===== src/rtl/qdec_evt_pkg.sv =====
package qdec_evt_pkg;

    localparam int N_CH        = 3;
    localparam int N_MATCH     = 2;
    localparam int N_PHASE     = 2;
    localparam int CFG_W       = 16;
    localparam int MODE_W      = 2;
    localparam int ACT_W       = 2;

    localparam int ACT_LSB     = 0;
    localparam int INV_LSB     = ACT_LSB + ACT_W;
    localparam int EN_LSB      = INV_LSB + N_CH;
    localparam int OVF_BIT     = EN_LSB + N_CH;
    localparam int ERR_BIT     = OVF_BIT + 1;
    localparam int DIR_BIT     = ERR_BIT + 1;
    localparam int VEL_BIT     = DIR_BIT + 1;
    localparam int MATCH_LSB   = VEL_BIT + 1;
    localparam int USED_W      = MATCH_LSB + N_MATCH;

    typedef enum logic [ACT_W-1:0] {
        ACT_OFF   = 2'd0,
        ACT_RSVD1 = 2'd1,
        ACT_COUNT = 2'd2,
        ACT_RSVD3 = 2'd3
    } act_e;

    typedef enum logic [MODE_W-1:0] {
        MODE_QUAD    = 2'd0,
        MODE_HALL    = 2'd1,
        MODE_COUNTER = 2'd2,
        MODE_SPARE   = 2'd3
    } mode_e;

    // Packed MSB first, so the field order equals the bit layout.
    typedef struct packed {
        logic [N_MATCH-1:0] match_en;
        logic               vel_en;
        logic               dir_en;
        logic               err_en;
        logic               ovf_en;
        logic [N_CH-1:0]    in_en;
        logic [N_CH-1:0]    in_inv;
        act_e               act;
    } cfg_t;

endpackage


===== src/rtl/evt_cfg_reg.sv =====
module evt_cfg_reg
    import qdec_evt_pkg::*;
(
    input  logic             clk,
    input  logic             rst_n,
    input  logic             periph_en,
    input  logic             cfg_we,
    input  logic [CFG_W-1:0] cfg_wdata,
    output cfg_t             cfg,
    output logic [CFG_W-1:0] cfg_rdata,
    output logic             cfg_wr_err
);

    typedef struct packed {
        cfg_t cfg;
        logic wr_err;
    } reg_st_t;

    reg_st_t s_d, s_q;

    logic unused_wdata_hi;
    assign unused_wdata_hi = ^cfg_wdata[CFG_W-1:USED_W];

    always_comb begin
        s_d        = s_q;
        s_d.wr_err = 1'b0;
        if (cfg_we) begin
            if (periph_en) begin
                s_d.wr_err = 1'b1;
            end else begin
                s_d.cfg = cfg_t'(cfg_wdata[USED_W-1:0]);
            end
        end
    end

    always_ff @(posedge clk or negedge rst_n) begin
        if (!rst_n) begin
            s_q <= '0;
        end else begin
            s_q <= s_d;
        end
    end

    assign cfg        = s_q.cfg;
    assign cfg_rdata  = {{(CFG_W-USED_W){1'b0}}, s_q.cfg};
    assign cfg_wr_err = s_q.wr_err;

    AST_WR_LOCKED: assert property (@(posedge clk) disable iff (!rst_n)
        (cfg_we && periph_en) |=> $stable(cfg_rdata));
    AST_WR_ERR_RAISE: assert property (@(posedge clk) disable iff (!rst_n)
        (cfg_we && periph_en) |=> cfg_wr_err);
    AST_WR_ERR_CAUSE: assert property (@(posedge clk) disable iff (!rst_n)
        cfg_wr_err |-> $past(cfg_we && periph_en));
    AST_WR_STORE: assert property (@(posedge clk) disable iff (!rst_n)
        (cfg_we && !periph_en) |=> (cfg_rdata[USED_W-1:0] == $past(cfg_wdata[USED_W-1:0])));

endmodule


===== src/rtl/evt_in_cond.sv =====
module evt_in_cond
    import qdec_evt_pkg::*;
#(
    parameter int SYNC_STAGES = 2
) (
    input  logic            clk,
    input  logic            rst_n,
    input  logic [N_CH-1:0] evt_in,
    input  logic [N_CH-1:0] in_en,
    input  logic [N_CH-1:0] in_inv,
    input  act_e            act,
    input  logic            counting,
    output logic [N_CH-1:0] chan_evt,
    output logic            count_evt
);

    localparam int LAST = SYNC_STAGES - 1;

    typedef struct packed {
        logic [SYNC_STAGES-1:0][N_CH-1:0] sync;
        logic [N_CH-1:0]                  prev;
        logic [N_CH-1:0]                  chan;
        logic                             cnt;
    } in_st_t;

    in_st_t s_d, s_q;

    logic [N_CH-1:0] raw;
    logic [N_CH-1:0] hit;

    assign raw = s_q.sync[LAST];

    // The invert bit is applied to both the current and the previous sample,
    // so a change of the invert bit alone never forms an edge.
    for (genvar n = 0; n < N_CH; n++) begin : g_chan
        logic cur_lvl;
        logic old_lvl;
        assign cur_lvl = raw[n] ^ in_inv[n];
        assign old_lvl = s_q.prev[n] ^ in_inv[n];
        assign hit[n]  = in_en[n] & cur_lvl & ~old_lvl;

        AST_CHAN_ONE_CYCLE: assert property (@(posedge clk) disable iff (!rst_n)
            chan_evt[n] |=> !chan_evt[n]);
        AST_CHAN_NEEDS_EN: assert property (@(posedge clk) disable iff (!rst_n)
            chan_evt[n] |-> $past(in_en[n]));
    end

    always_comb begin
        s_d         = s_q;
        s_d.sync[0] = evt_in;
        for (int s = 1; s < SYNC_STAGES; s++) begin
            s_d.sync[s] = s_q.sync[s-1];
        end
        s_d.prev = raw;
        s_d.chan = hit;
        s_d.cnt  = (|hit) && counting && (act == ACT_COUNT);
    end

    always_ff @(posedge clk or negedge rst_n) begin
        if (!rst_n) begin
            s_q <= '0;
        end else begin
            s_q <= s_d;
        end
    end

    assign chan_evt  = s_q.chan;
    assign count_evt = s_q.cnt;

    AST_CNT_HAS_CHAN: assert property (@(posedge clk) disable iff (!rst_n)
        count_evt |-> (|chan_evt));
    AST_CNT_MODE: assert property (@(posedge clk) disable iff (!rst_n)
        count_evt |-> $past(counting && (act == ACT_COUNT)));

endmodule


===== src/rtl/evt_out_gate.sv =====
module evt_out_gate
    import qdec_evt_pkg::*;
(
    input  logic               clk,
    input  logic               rst_n,
    input  logic [N_MATCH-1:0] match_in,
    input  logic               ovf_in,
    input  logic               err_in,
    input  logic               dir_in,
    input  logic [N_PHASE-1:0] phase_in,
    input  logic [N_MATCH-1:0] match_en,
    input  logic               ovf_en,
    input  logic               err_en,
    input  logic               dir_en,
    input  logic               vel_en,
    input  logic               counting,
    output logic [N_MATCH-1:0] match_evt,
    output logic               ovf_evt,
    output logic               err_evt,
    output logic               dir_evt,
    output logic               vel_evt
);

    typedef struct packed {
        logic [N_MATCH-1:0] match;
        logic               ovf;
        logic               err;
        logic               dir;
        logic               vel;
        logic [N_PHASE-1:0] phase_prev;
    } out_st_t;

    out_st_t s_d, s_q;

    logic [N_MATCH-1:0] match_g;

    for (genvar m = 0; m < N_MATCH; m++) begin : g_match
        assign match_g[m] = match_in[m] & match_en[m];

        AST_MATCH_GATE: assert property (@(posedge clk) disable iff (!rst_n)
            match_evt[m] |-> $past(match_in[m] && match_en[m]));
    end

    always_comb begin
        s_d            = s_q;
        s_d.match      = match_g;
        s_d.ovf        = ovf_in & ovf_en;
        s_d.err        = err_in & err_en;
        s_d.dir        = dir_in & dir_en;
        s_d.vel        = vel_en && !counting && (phase_in != s_q.phase_prev);
        s_d.phase_prev = phase_in;
    end

    always_ff @(posedge clk or negedge rst_n) begin
        if (!rst_n) begin
            s_q <= '0;
        end else begin
            s_q <= s_d;
        end
    end

    assign match_evt = s_q.match;
    assign ovf_evt   = s_q.ovf;
    assign err_evt   = s_q.err;
    assign dir_evt   = s_q.dir;
    assign vel_evt   = s_q.vel;

    AST_OVF_GATE: assert property (@(posedge clk) disable iff (!rst_n)
        ovf_evt |-> $past(ovf_in && ovf_en));
    AST_ERR_GATE: assert property (@(posedge clk) disable iff (!rst_n)
        err_evt |-> $past(err_in && err_en));
    AST_DIR_FOLLOW: assert property (@(posedge clk) disable iff (!rst_n)
        dir_evt |-> $past(dir_in && dir_en));
    AST_VEL_NOT_COUNTER: assert property (@(posedge clk) disable iff (!rst_n)
        vel_evt |-> $past(!counting && vel_en));

endmodule


===== src/rtl/qdec_event_ctrl.sv =====
module qdec_event_ctrl
    import qdec_evt_pkg::*;
#(
    parameter int SYNC_STAGES = 2
) (
    input  logic               clk,
    input  logic               rst_n,
    input  logic               periph_en,
    input  logic [MODE_W-1:0]  op_mode,
    input  logic               cfg_we,
    input  logic [CFG_W-1:0]   cfg_wdata,
    output logic [CFG_W-1:0]   cfg_rdata,
    output logic               cfg_wr_err,
    input  logic [N_CH-1:0]    evt_in,
    input  logic [N_PHASE-1:0] phase_in,
    input  logic [N_MATCH-1:0] match_in,
    input  logic               ovf_in,
    input  logic               err_in,
    input  logic               dir_in,
    output logic [N_CH-1:0]    chan_evt_o,
    output logic               count_evt_o,
    output logic [N_MATCH-1:0] match_evt_o,
    output logic               ovf_evt_o,
    output logic               err_evt_o,
    output logic               dir_evt_o,
    output logic               vel_evt_o
);

    cfg_t cfg;
    logic counting;

    assign counting = (mode_e'(op_mode) == MODE_COUNTER);

    evt_cfg_reg i_cfg (
        .clk        (clk),
        .rst_n      (rst_n),
        .periph_en  (periph_en),
        .cfg_we     (cfg_we),
        .cfg_wdata  (cfg_wdata),
        .cfg        (cfg),
        .cfg_rdata  (cfg_rdata),
        .cfg_wr_err (cfg_wr_err)
    );

    evt_in_cond #(
        .SYNC_STAGES (SYNC_STAGES)
    ) i_in (
        .clk       (clk),
        .rst_n     (rst_n),
        .evt_in    (evt_in),
        .in_en     (cfg.in_en),
        .in_inv    (cfg.in_inv),
        .act       (cfg.act),
        .counting  (counting),
        .chan_evt  (chan_evt_o),
        .count_evt (count_evt_o)
    );

    evt_out_gate i_out (
        .clk       (clk),
        .rst_n     (rst_n),
        .match_in  (match_in),
        .ovf_in    (ovf_in),
        .err_in    (err_in),
        .dir_in    (dir_in),
        .phase_in  (phase_in),
        .match_en  (cfg.match_en),
        .ovf_en    (cfg.ovf_en),
        .err_en    (cfg.err_en),
        .dir_en    (cfg.dir_en),
        .vel_en    (cfg.vel_en),
        .counting  (counting),
        .match_evt (match_evt_o),
        .ovf_evt   (ovf_evt_o),
        .err_evt   (err_evt_o),
        .dir_evt   (dir_evt_o),
        .vel_evt   (vel_evt_o)
    );

endmodule


===== config.mk =====
export PLATFORM = sky130hd
export DESIGN_NAME = qdec_event_ctrl
export DESIGN_NICKNAME = d
export VERILOG_FILES = /design/src/rtl/qdec_evt_pkg.sv /design/src/rtl/evt_cfg_reg.sv /design/src/rtl/evt_in_cond.sv /design/src/rtl/evt_out_gate.sv /design/src/rtl/qdec_event_ctrl.sv
export SDC_FILE = /design/constraint.sdc
export NUM_CORES = 1
export LEC_CHECK = 0
export ABC_AREA = 1
export BUFFER_PORTS_ARGS = -buffer_cell sky130_fd_sc_hd__buf_2
export CAP_MARGIN = 0
export CORE_MARGIN = 2
export CORE_UTILIZATION = 35
export CTS_CLUSTER_SIZE = 10
export DETAILED_ROUTE_END_ITERATION = 16
export HOLD_SLACK_MARGIN = 0.15
export PLACE_DENSITY_LB_ADDON = 0.12
export SETUP_SLACK_MARGIN = 0.1
export SLEW_MARGIN = 20
export SYNTH_ARGS = -nofsm -noshare
export SYNTH_HDL_FRONTEND = slang
export SYNTH_SLANG_ARGS = --single-unit

===== constraint.sdc =====
create_clock -name clk -period 1.5 [get_ports clk]
set_input_delay 0.3 -clock clk [delete_from_list [all_inputs] [get_ports clk]]
set_output_delay 0.3 -clock clk [all_outputs]
set_load 0.005 [all_outputs]

==> metrics.yaml <==
sta:
  fmax_mhz: 900.1
  timing.final.setup_violations: 0
  final.period_utilization: 0.7407
  finalWorstPathRequiredPeriod_ns: 1.111
  fin_skew_ns: 0.004432
  grt_setup_unrepaired: "false"
  fin_tns_setup_ns: 0
  timing_max_transition_violations_final: 0
  hold_viol_final: 0
grt:
  first_global_vias: 947
  total_grt_usage: 0.1270
  antenna_found_initial: 0
  first_pass_grt_wire_length_microns: 4098
  globalRoute.totalOverflow: 0
  grt_start_max_net_pins: 37
drt:
  drtIter0Drc: 34
  routed.top_layer: "met4"
  route.antenna.remaining_nets: 0
  vias: 921
  dr_wl_met3_microns: 203
  routed_wirelength_microns: 2267
  detail_route.first_pass.iterations: 3
  route.detailed.wl_per_inst_microns: 10.17
  routed-wl-met2_microns: 1097
  wirelength_met1_microns: 923
  drt_drc_violations_left: 0
  route.detailed.vias_per_inst: 4.130
worst_setup_path:
  start_kind: "flip-flop"
  cp-end-kind: "output pin"
  r2r-start: "i_cfg.cfg[2]$_DFFE_PN0P_"
  timing.reg2reg.setup_slack_ns: 0.56
  timing.critical_path.slowest_stage_cell: "dfrtp_1"
  reg2reg_to: "i_in.count_evt$_DFF_PN0_"
  crit_chain: "buf_2"
  combined_buffer_and_inverter_count_along_the_critical_path: 1
  worst_r2r_path_depth: 6
  critical_path_class: "flip-flop to output pin"
  arrival_ns: 0.81
  critPathTopFamily: "flip-flops"
  slowest_delay_ns: 0.40
  cp.required_ns: 1.20
  critical_path_peak_fanout: 3
cells_and_area:
  nNetsFinal: 206
  syn2layout_area_growth_pct: 29.09
  postLayoutCellArea_sq_um: 1765
  post_route_cells_drive_above_1_share: 0.4114
  insertedDiodeCount: 0
placed_design:
  globalplace.congestion: 0.6068
  io_buffers: 54
  dp_hpwl_microns: 1651
  dpl-instance-area_sq_um: 1615
run_status:
  status: "finished clean"
logic_synthesis:
  synth_top_cells_by_count: "36 x dfrtp_1, 21 x inv_1, 19 x nand2_1"
  yosysMostFrequentCell: "dfrtp_1"
  netlist.top_cell.by_area: "dfrtp_1"
  yosys_most_used_dff: "dfrtp_1"
  synth_sequential_area_ratio: 0.6587
  synth.distinct_cells: 15
  synth_seq_cells: 36
  post_synth_inst_count: 117
  avgSynthCellArea_sq_um: 11.69
  postSynth.asyncResetShare: 1.000
  synth.area.top_cells: "dfrtp_1 66%, mux2_2 6.6%, buf_4 6.0%, inv_1 5.8%, nand2_1 5.2%"
  synth_warnings: 0
  synth-edff-count: 0
  synth_top_area_frac: 0.6587
  post_synth_instance_area_sq_um: 1368
floorplan:
  start_util: 0.3680
  fp.dieArea_sq_um: 4424
  core_area_sq_um: 3716
  rows: 22
  fp.dieW_microns: 66.51
  ios: 59
  fp.dieH_microns: 66.51
clock_tree:
  numCtsBuffers: 5
  path_clk_slew_ns: 0.07
  depth_of_the_cts_h_tree: 2
  cts_tree: "done"
  worstSkewPairLatency_ns: 0.28
  cts_buffer_depth: 2
  clock_sink_count: 36
  clockRootBuffer: "clkbuf_8"
  postCtsSetupRepairBufs: 0
worst_hold_path:
  timing.hold.worst.start: "ovf_in"
  min_path_type: "primary input to flip-flop"
  hold_path_depth: 3
  hold-path-endpoint: "i_out.ovf_evt$_DFF_PN0_"
power:
  switchingPower_mw: 0.4881
  comb_power_share: 0.138
  power.share.switching: 0.2334
  cellInternalPower_mw: 1.603
  p_per_area_nw_per_um2: 1184
  clock_power_share: 0.326
  static-leakage-power_nw: 1.016
  vdd_ir_drop_max_mv: 0.7079
  total_power_draw_mw: 2.091
  sequentialPowerShare: 0.536
run:
  max_cap_violations: 0
## cells by family after synthesis
logic type	synth area share
AO/OA/AOI/OAI	0.02195
flip-flops	0.6587
AND/OR/NAND/NOR	0.08966
XOR/XNOR	0.01281
buffers and inverters	0.1263
other	0.002742
multiplexers	0.08784
## cell type report
type | instances | area (sq um)
flip-flops and latches | 36 | 900.9
well taps | 48 | 60.06
multi-input cells | 49 | 297.8
fillers | 393 | 1951
repair buffers | 61 | 337.8
inverters | 21 | 78.83
clock buffers | 8 | 90.09
## worst register-to-register path, delay by kind of cell (launching register included)
kind,cells,cell delay [ns]
buf+inv,2,0.11
flops,1,0.40
simple gates,4,0.32
## per-stage QoR
stage | hold slack [ns] | std cells | setup WS [ns] | util
final | 0.2035 | 223 | 0.3890 | 0.4751
after global routing | 0.2125 | 223 | 0.3436 | 0.4751
after CTS | 0.1941 | 223 | 0.3712 | 0.4751
after detailed placement | 0.3362 | 209 | 0.3479 | 0.4347
after global placement | 0.3354 | 209 | 0.3718 | 0.4347
after floorplan | 0.004409 | 118 | 0.4966 | -
## worst max-delay path by stage
stage / start / endpoint / slack (ns) / cells past startpoint
3_5_place_dp: periph_en / i_cfg.cfg[7]$_DFFE_PN0P_ / 0.35 / 4
6_report: i_cfg.cfg[2]$_DFFE_PN0P_ / cfg_rdata[2] / 0.39 / 1
4_1_cts: i_cfg.cfg[2]$_DFFE_PN0P_ / cfg_rdata[2] / 0.37 / 1
2_1_floorplan: periph_en / i_cfg.cfg[0]$_DFFE_PN0P_ / 0.50 / 4
5_1_grt: i_cfg.cfg[6]$_DFFE_PN0P_ / cfg_rdata[6] / 0.34 / 1
3_3_place_gp: periph_en / i_cfg.cfg[5]$_DFFE_PN0P_ / 0.37 / 4
## flip-flops by register name, summed over array words and instances (netlist names), 2 cells and up
register         flops
i_out.s_q            2
i_in.raw             3
i_out.match_evt      2
i_in.s_q             3
i_in.chan_evt        3
i_cfg.cfg           14
i_in.s_d             3
## timing repair
action | in CTS | in global routing
hold buffers | 6 | 0
endpoints found under the hold margin | 41 | 0
resized for setup | 0 | 0
## metal layers
| metal | GRT usage | up-vias |
|---|---|---|
| met5 | 0 | - |
| met4 | 0.05357 | 0 |
| met2 | 0.2013 | 37 |
| li1 | - | 451 |
| met1 | 0.1487 | 427 |
| met3 | 0.05743 | 6 |
## power by group through the flow
stage	Sequential, mW	Clock, mW	Combinational (mW)
6_report	1.12	0.682	0.289
5_1_grt	1.13	0.767	0.335
4_1_cts	1.12	0.713	0.297
3_5_place_dp	1.14	0	0.285
3_3_place_gp	1.13	0	0.279
2_1_floorplan	1.14	0	0.168
## layout by cell type (no fill, tap or decap)
master         netlist  routed
buf_4               11       1
mux2_4               2       2
dlygate4sd3_1        0       6
nor2_1               4       4
dfrtp_1             36      36
buf_2                0      54
conb_1               1       2
clkbuf_8             0       6
nand2_1             19      19
nand3_1              4       4
mux2_2               8       8
clkbuf_1             0       2
a21oi_1              5       5
inv_1               21      21
nor3_1               1       1
xnor2_1              2       2
o21ai_0              1       1
nand2_4              1       1
No activity file was read; power rests on OpenSTA's default activity.
